### config.mk
export PLATFORM = sky130hd
export DESIGN_NAME = mem_order_ctrl
export DESIGN_NICKNAME = d
export VERILOG_FILES = /design/src/rtl/mo_pkg.sv /design/src/rtl/mo_sat_counter.sv /design/src/rtl/mo_issue_rules.sv /design/src/rtl/mem_order_ctrl.sv
export SDC_FILE = /design/constraint.sdc
export NUM_CORES = 1
export LEC_CHECK = 0
export BUFFER_PORTS_ARGS = -buffer_cell sky130_fd_sc_hd__buf_2
export CORE_UTILIZATION = 56
export CTS_CLUSTER_DIAMETER = 60
export CTS_CLUSTER_SIZE = 14
export DETAILED_ROUTE_END_ITERATION = 10
export GPL_TIMING_DRIVEN = 0
export PLACE_DENSITY_LB_ADDON = 0.12
export SYNTH_ARGS = -nofsm -noshare
export SYNTH_HDL_FRONTEND = slang
export SYNTH_SLANG_ARGS = --single-unit
### constraint.sdc
create_clock -name clk -period 4.5 [get_ports clk]
set_clock_uncertainty 0.1 [all_clocks]
set_input_delay 0.9 -clock clk [delete_from_list [all_inputs] [get_ports clk]]
set_output_delay 0.9 -clock clk [all_outputs]
set_load 0.05 [all_outputs]
### src/rtl/mo_pkg.sv
package mo_pkg;

    typedef enum logic [2:0] {
        OP_LOAD  = 3'd0,
        OP_STORE = 3'd1,
        OP_SYNC  = 3'd2,
        OP_ACQ   = 3'd3,
        OP_REL   = 3'd4,
        OP_FENCE = 3'd5,
        OP_ATOM  = 3'd6,
        OP_ATOMX = 3'd7
    } op_kind_e;

    typedef enum logic {
        MODE_WEAK    = 1'b0,
        MODE_RELEASE = 1'b1
    } order_mode_e;

    // in-flight synchronizing operation
    typedef struct packed {
        logic pend;
        logic acq;
    } sync_st_t;

    function automatic logic is_sync_class(op_kind_e k);
        return (k == OP_SYNC) || (k == OP_ACQ) || (k == OP_REL) ||
               (k == OP_ATOM) || (k == OP_ATOMX);
    endfunction

endpackage

### src/rtl/mo_sat_counter.sv
module mo_sat_counter #(
    parameter int CNT_W = 4
) (
    input  logic             clk,
    input  logic             rst_n,
    input  logic             inc_i,
    input  logic             dec_i,
    output logic [CNT_W-1:0] cnt_o,
    output logic             full_o,
    output logic             empty_o
);
    localparam logic [CNT_W-1:0] CNT_MAX = {CNT_W{1'b1}};

    logic [CNT_W-1:0] cnt_d, cnt_q;

    always_comb begin
        cnt_d = cnt_q;
        // a pulse at zero is dropped; the increment is gated by full upstream
        if (dec_i && (cnt_q != '0)) begin
            cnt_d = cnt_d - 1'b1;
        end
        if (inc_i && (cnt_q != CNT_MAX)) begin
            cnt_d = cnt_d + 1'b1;
        end
    end

    always_ff @(posedge clk) begin
        if (!rst_n) begin
            cnt_q <= '0;
        end else begin
            cnt_q <= cnt_d;
        end
    end

    assign cnt_o   = cnt_q;
    assign full_o  = (cnt_q == CNT_MAX);
    assign empty_o = (cnt_q == '0);

endmodule

### src/rtl/mo_issue_rules.sv
module mo_issue_rules
    import mo_pkg::*;
(
    input  logic     mode_i,
    input  logic     valid_i,
    input  op_kind_e kind_i,
    input  logic     rd_empty_i,
    input  logic     wr_empty_i,
    input  logic     rd_full_i,
    input  logic     wr_full_i,
    input  sync_st_t sync_i,
    output logic     grant_o,
    output logic     flush_o,
    output logic     take_load_o,
    output logic     take_store_o,
    output logic     take_sync_o,
    output logic     sync_acq_o
);
    logic all_drained;
    logic ordinary_hold;
    logic hold;

    always_comb begin
        all_drained = rd_empty_i && wr_empty_i && !sync_i.pend;

        if (order_mode_e'(mode_i) == MODE_RELEASE) begin
            ordinary_hold = sync_i.pend && sync_i.acq;
        end else begin
            ordinary_hold = sync_i.pend;
        end

        hold = 1'b1;
        unique case (kind_i)
            OP_LOAD:  hold = ordinary_hold || rd_full_i;
            OP_STORE: hold = ordinary_hold || wr_full_i;
            OP_FENCE: hold = !all_drained;
            OP_ACQ: begin
                if (order_mode_e'(mode_i) == MODE_RELEASE) begin
                    hold = sync_i.pend;
                end else begin
                    hold = sync_i.pend || !wr_empty_i;
                end
            end
            OP_SYNC, OP_REL, OP_ATOM, OP_ATOMX: begin
                if (order_mode_e'(mode_i) == MODE_RELEASE) begin
                    hold = !all_drained;
                end else begin
                    hold = sync_i.pend || !wr_empty_i;
                end
            end
            default: hold = 1'b1;
        endcase

        grant_o      = valid_i && !hold;
        flush_o      = grant_o && ((kind_i == OP_FENCE) || (kind_i == OP_ACQ));
        take_load_o  = grant_o && (kind_i == OP_LOAD);
        take_store_o = grant_o && (kind_i == OP_STORE);
        take_sync_o  = grant_o && is_sync_class(kind_i);
        sync_acq_o   = (kind_i != OP_REL);
    end

endmodule

### src/rtl/mem_order_ctrl.sv
module mem_order_ctrl
    import mo_pkg::*;
#(
    parameter int CNT_W = 4
) (
    input  logic             clk,
    input  logic             rst_n,
    input  logic             mode_i,
    input  logic             op_valid_i,
    input  logic [2:0]       op_kind_i,
    input  logic             rd_done_i,
    input  logic             wr_ack_i,
    input  logic             sync_done_i,
    output logic             op_grant_o,
    output logic             flush_o,
    output logic [CNT_W-1:0] rd_cnt_o,
    output logic [CNT_W-1:0] wr_cnt_o,
    output logic             sync_busy_o
);
    localparam int N_CH  = 2;
    localparam int CH_RD = 0;
    localparam int CH_WR = 1;

    sync_st_t sync_d, sync_q;

    logic             take_load, take_store, take_sync, sync_acq;
    logic [N_CH-1:0]  ch_inc, ch_dec, ch_full, ch_empty;
    logic [CNT_W-1:0] ch_cnt [N_CH];

    assign ch_inc[CH_RD] = take_load;
    assign ch_inc[CH_WR] = take_store;
    assign ch_dec[CH_RD] = rd_done_i;
    assign ch_dec[CH_WR] = wr_ack_i;

    for (genvar g = 0; g < N_CH; g++) begin : g_track
        mo_sat_counter #(.CNT_W(CNT_W)) cnt_i (
            .clk     (clk),
            .rst_n   (rst_n),
            .inc_i   (ch_inc[g]),
            .dec_i   (ch_dec[g]),
            .cnt_o   (ch_cnt[g]),
            .full_o  (ch_full[g]),
            .empty_o (ch_empty[g])
        );
    end

    mo_issue_rules rules_i (
        .mode_i       (mode_i),
        .valid_i      (op_valid_i),
        .kind_i       (op_kind_e'(op_kind_i)),
        .rd_empty_i   (ch_empty[CH_RD]),
        .wr_empty_i   (ch_empty[CH_WR]),
        .rd_full_i    (ch_full[CH_RD]),
        .wr_full_i    (ch_full[CH_WR]),
        .sync_i       (sync_q),
        .grant_o      (op_grant_o),
        .flush_o      (flush_o),
        .take_load_o  (take_load),
        .take_store_o (take_store),
        .take_sync_o  (take_sync),
        .sync_acq_o   (sync_acq)
    );

    always_comb begin
        sync_d = sync_q;
        if (sync_done_i) begin
            sync_d.pend = 1'b0;
            sync_d.acq  = 1'b0;
        end
        // a new sync-class grant is only possible while none is pending
        if (take_sync) begin
            sync_d.pend = 1'b1;
            sync_d.acq  = sync_acq;
        end
    end

    always_ff @(posedge clk) begin
        if (!rst_n) begin
            sync_q <= '0;
        end else begin
            sync_q <= sync_d;
        end
    end

    assign rd_cnt_o    = ch_cnt[CH_RD];
    assign wr_cnt_o    = ch_cnt[CH_WR];
    assign sync_busy_o = sync_q.pend;

endmodule

# Word level (Yosys, flattened, before mapping)
# Cells that the tools add are included.
# W data, S select, Z words.
dict set report word_totals {
  elab_cells 61
  register_bits 10
  out_inout_bits 11
  in_bits 10
}
dict set report op_classes {
  n_reduce_logical 31
  mux 10
  eq_ne 12
  add_sub_neg 4
}
# cell n
set op_table {}
lappend op_table {{$mux W4} 4}
lappend op_table {{$eq A3 B3 Y1 const B} 4}
lappend op_table {{$logic_and A1 B1 Y1} 12}
lappend op_table {{$add A4 B1 Y4 const B} 2}
lappend op_table {{$eq A4 B4 Y1 const B} 2}
lappend op_table {{$logic_not A4 Y1} 2}
lappend op_table {{$logic_or A1 B1 Y1} 8}
lappend op_table {{$ne A4 B4 Y1 const B} 2}
lappend op_table {{$reduce_bool A4 Y1} 2}
lappend op_table {{$sub A4 B1 Y4 const B} 2}
lappend op_table {{$eq A3 B2 Y1 const B} 2}
lappend op_table {{$pmux W1 S5} 1}
lappend op_table {{$logic_not A1 Y1} 4}
lappend op_table {{$mux W2} 2}
lappend op_table {{$reduce_or A4 Y1} 1}
lappend op_table {{$eq A3 B1 Y1 const B} 1}
lappend op_table {{$logic_not A3 Y1} 1}
lappend op_table {{$mux W1} 3}
lappend op_table {{$ne A3 B3 Y1 const B} 1}
lappend op_table {{$reduce_bool A2 Y1} 1}

# Logic depth before layout (Yosys ltp)
dict set report logic_depth {
  word_depth 11
  mapped_depth 10
  mapped_depth_nobuf 9
}

# Modules after synthesis
# Synthesis repeated with hierarchy kept, for this count alone.
dict set report unflattened {
  cells_unflattened 118
  area_unflattened_um2 935.9
}
# module n_inst seq_area_each_um2 cells_per_inst area_per_inst_um2
set modules_own_cells {}
lappend modules_own_cells {mo_sat_counter 2 80.1 45 359.1}
lappend modules_own_cells {mo_issue_rules 1 0.0 22 141.4}
lappend modules_own_cells {mem_order_ctrl 1 40.0 6 76.3}

# Worst setup path after synthesis
# No wires, ideal clock.
dict set report synth_timing {
  path_kind {register to output}
  start {reg g_track[1].cnt_i.cnt_q[0]}
  end {out flush_o}
  slack_ns 0.595
  arrival_ns 2.905
  n_path_buf 1
  path_stages_with_launch 9
  required_time_ns 3.500
  path_cell_list {dfxtp_1 > clkbuf_1 > inv_1 > ha_1 > or3b_2 > nor2_1 > a21oi_1 > nand2b_1 > nor3_1}
}
dict set report synth_between {
  elab_chain_cells 9
  word_cells_on_any_way 14
  cone_classes {eq/ne: 1; mux: 3; reduce/logical: 10}
}
# element line
set synth_lines {}
lappend synth_lines {{start, declared} mo_sat_counter.sv:14} ;# logic [CNT_W-1:0] cnt_d, cnt_q;
lappend synth_lines {{start signal, assigned} mo_sat_counter.sv:31} ;# cnt_q <= cnt_d;
lappend synth_lines {{$logic_not A4 Y1} mo_sat_counter.sv:37} ;# assign empty_o = (cnt_q == '0);
lappend synth_lines {{$logic_and A1 B1 Y1 (2 in a row)} mo_issue_rules.sv:24} ;# all_drained = rd_empty_i && wr_empty_i && !sync_i.pend;
lappend synth_lines {{$logic_not A1 Y1} {mo_issue_rules.sv:36, mo_issue_rules.sv:46}}
lappend synth_lines {{$mux W1} mo_issue_rules.sv:45} ;# if (order_mode_e'(mode_i) == MODE_RELEASE) begin
lappend synth_lines {{$pmux W1 S5 *} mo_issue_rules.sv:33} ;# unique case (kind_i)
lappend synth_lines {{$logic_not A1 Y1 *} mo_issue_rules.sv:54} ;# grant_o = valid_i && !hold;
lappend synth_lines {{$logic_and A1 B1 Y1 *} mo_issue_rules.sv:54}
lappend synth_lines {{$logic_and A1 B1 Y1 *} mo_issue_rules.sv:55} ;# flush_o = grant_o && ((kind_i == OP_FENCE) || (kind_i == OP_ACQ));
lappend synth_lines {{end, declared} mem_order_ctrl.sv:15} ;# output logic flush_o,
# Every way passes the cells marked *; elsewhere a longest branch is shown, timed or not.

# Worst setup path in the final report
# Ends and elaborated chain as after synthesis.

==> impl_metrics.csv <==
group,metric,value,unit
run_status,status,"completed",
sta,hold_violations,0,
global_route,grt_pass1_wl,2950,um
critical_path,setup.worst_path.end_class,"output pin",
final_layout,finish.net_count,150,
power,combPwrFrac,62.5,%
critical_path,r2r-end,"g_track[1].cnt_i.cnt_o[2]",
routing,first_pass_iters,4,
clock_network,hold_buffers,0,
worst_hold_path,hp-class,"register to register",
clock_network,clk_pin_slew,0.07,ns
sta,fin_setup_tns,0,ns
clock_network,clkLatencyLatePin,0.27,ns
worst_hold_path,min_path_cells,2,
clock_network,htree_num_levels,1,
placed_design,io_buffers,20,
yosys,synth.most_common_cell,"dfxtp_1",
sta,tightest_slew,0.428,ns
yosys,synth_nets,125,
clock_network,cts_tree,"done",
yosys,synth_ff_type,"dfxtp_1",
routing,wl,1950,um
run,drv_cap,0,
critical_path,r2r_slack,1.95,ns
clock_network,post_cts_buffers,0,
yosys,synth_area_leaders,"dfxtp_1 (23%), ha_1 (8.7%), xnor2_1 (6.1%)",
yosys,ys_seq_elements,10,
power,totalPowerFinal,0.601,mW
yosys,async_flop_share,0,%
die,initial_core_util,63.0,%
yosys,synthCells,109,
routing,first_iter_violations,16,
yosys,synthDistinctLibCells,39,
die,rows,13,
clock_network,max-clock-path-buffers,2,
power,power.share.sequential,23.5,%
yosys,netlist_top_cells_count,"dfxtp_1 (10), nor2_1 (9), a21oi_1 (8), nand2_1 (8), inv_1 (7)",
final_layout,diodes,0,
die,ios,21,
final_layout,drive_above_1_share,23.3,%
clock_network,cts_num_sinks,10,
yosys,synth_seq_area_share,23.3,%
sta,relSlewSlack,71.2,%
critical_path,rr_startpoint,"g_track[1].cnt_i.cnt_o[0]",
global_route,track_usage,27.7,%
yosys,synth_area_per_cell,7.90,sq um
clock_network,cts-root-buf,"clkbuf_4",
sta,rsz0062_at_grt,"no",
sta,max_freq,276,MHz
final_layout,area_growth,18.0,%
power,p_clk_share,14.0,%
sta,min_period,3.62,ns
placed_design,place_hpwl,1450,um
yosys,synth_largest_area_cell,"dfxtp_1",
clock_network,cts_resized,0,
yosys,synth-edff-count,0,
power,ir_drop,0.410,mV
routing,avgViaCountPerCell,5.83,
clock_network,cts-buffers-inserted,3,
placed_design,gp_congestion,0.770,
global_route,grt-ovfl-total,0,
critical_path,crit_arrival,2.62,ns
critical_path,path_class,"register to output pin",
die,core_area,0.00137,sq mm
die,die_w,41.2,um
power,p_per_area,592,mW/mm^2
global_route,antenna_found_initial,0,
power,intPower,0.293,mW
yosys,synth.top_cell.area_share,23.3,%
critical_path,reg2reg_depth,10,
power,leakage,0.460,nW
power,switchingPower,0.308,mW
sta,finalCritPeriodShare,80.4,%
yosys,ys_warn_count,0,
die,die_height,41.2,um
global_route,grt_pass1_vias,742,
power,p_sw_share,51.3,%
global_route,grt_max_degree,10,
worst_hold_path,hold_start,"sync_q[0]",
yosys,syn_area,861,sq um
routing,drc_errors,0,
sta,slew_viol_final,0,
routing,vias,863,
routing,avgRoutedWirePerCell,13.2,um
critical_path,cp.required,3.50,ns
critical_path,crit_path_start_kind,"register",
sta,setup-violations-final,0,
die,fp.dieArea,0.00170,sq mm
routing,antenna_left,0,
critical_path,cp_max_fo,8,
worst_hold_path,whs_endpoint,"sync_q[0]",
## placed cells by master, fill, tap and decap left out, types with 2 or more instances in the layout
cell      count
buf_2        20
dfxtp_1      10
nor2_1        9
nand2_1       8
a21oi_1       8
inv_1         7
xnor2_1       6
ha_1          6
nor3_1        5
mux2i_1       4
nand3_1       3
nand4_1       3
o21ai_0       3
clkbuf_4      3
clkbuf_1      2
o32ai_1       2
nand3b_1      2
o31a_1        2
buf_6         2
o31ai_1       2
nor2b_1       2
or4b_1        2
a31o_1        2
nor3b_1       2
## sequential cells by signal, indices dropped and copies added (netlist names)
name,cells
sync_busy_o,1
sync_q,1
g_track.cnt_i.cnt_o,8
## worst max-delay path, cell delays in order, from the launching register on
cell and delay (ns):
dfxtp_1 0.33, clkbuf_1 0.19, inv_1 0.10, ha_1 0.23, or3b_2 0.49, nor2_1 0.11
a21oi_1 0.12, nand2b_1 0.21, nor3_1 0.25, buf_2 0.31
## power by group through the flow
stage	registers [mW]	logic, mW	clock network, mW
after floorplan	0.209	0.226	0
after global placement	0.141	0.357	0
after CTS	0.141	0.375	0.0866
after detailed placement	0.143	0.371	0
final	0.141	0.376	0.0841
after global routing	0.146	0.412	0.0898
## metrics by stage
step,setup slack [ns],hold slack [ns],instance area (sq um),cells,utilization (%)
2_1_floorplan,0.595,0.341,861,109,-
3_3_place_gp,1.29,0.363,980,144,71.7
3_5_place_dp,1.28,0.362,980,144,71.7
4_1_cts,0.916,0.372,1020,148,74.4
5_1_grt,0.748,0.383,1020,148,74.4
6_report,0.882,0.377,1020,148,74.4
## worst max-delay path by stage
stage          endpoint  cells past startpoint                 startpoint  slack [ns]
3_5_place_dp    flush_o                      9  g_track[1].cnt_i.cnt_o[0]        1.28
2_1_floorplan   flush_o                      8  g_track[1].cnt_i.cnt_o[0]        0.60
4_1_cts         flush_o                      9  g_track[1].cnt_i.cnt_o[0]        0.92
5_1_grt         flush_o                      9  g_track[1].cnt_i.cnt_o[0]        0.75
6_report        flush_o                      9  g_track[1].cnt_i.cnt_o[0]        0.88
3_3_place_gp    flush_o                      7               op_kind_i[1]        1.29
## per-layer routing
metal | vias to the layer above | GRT usage, % | share of wire (%)
li1 | 446 | - | -
met1 | 394 | 29.6 | 46
met2 | 19 | 50.8 | 48
met3 | 4 | 8.15 | 4.8
met4 | 0 | 9.68 | 1.1
met5 | - | 0 | 0
## kinds of logic (layout without fill, tap and decap cells)
family / Yosys count / in the layout / synth area share, %
mux: 4 / 4 / 4.65
simple gates: 47 / 47 / 31.3
flops: 10 / 10 / 23.3
buf+inv: 11 / 35 / 6.54
xor+xnor: 6 / 6 / 6.10
fa+ha+maj: 6 / 6 / 8.72
compound gates: 25 / 25 / 19.5
## cell type report
class                      count  area, sq um
buffer                         4         30.0
clock buffer                   4         36.3
tap                           15         18.8
inverter                       7         26.3
sequential                    10          200
multi-input combinational     88          604
fill                         105          350
timing repair buffer          20          100
(Power assumes the default switching activity.)
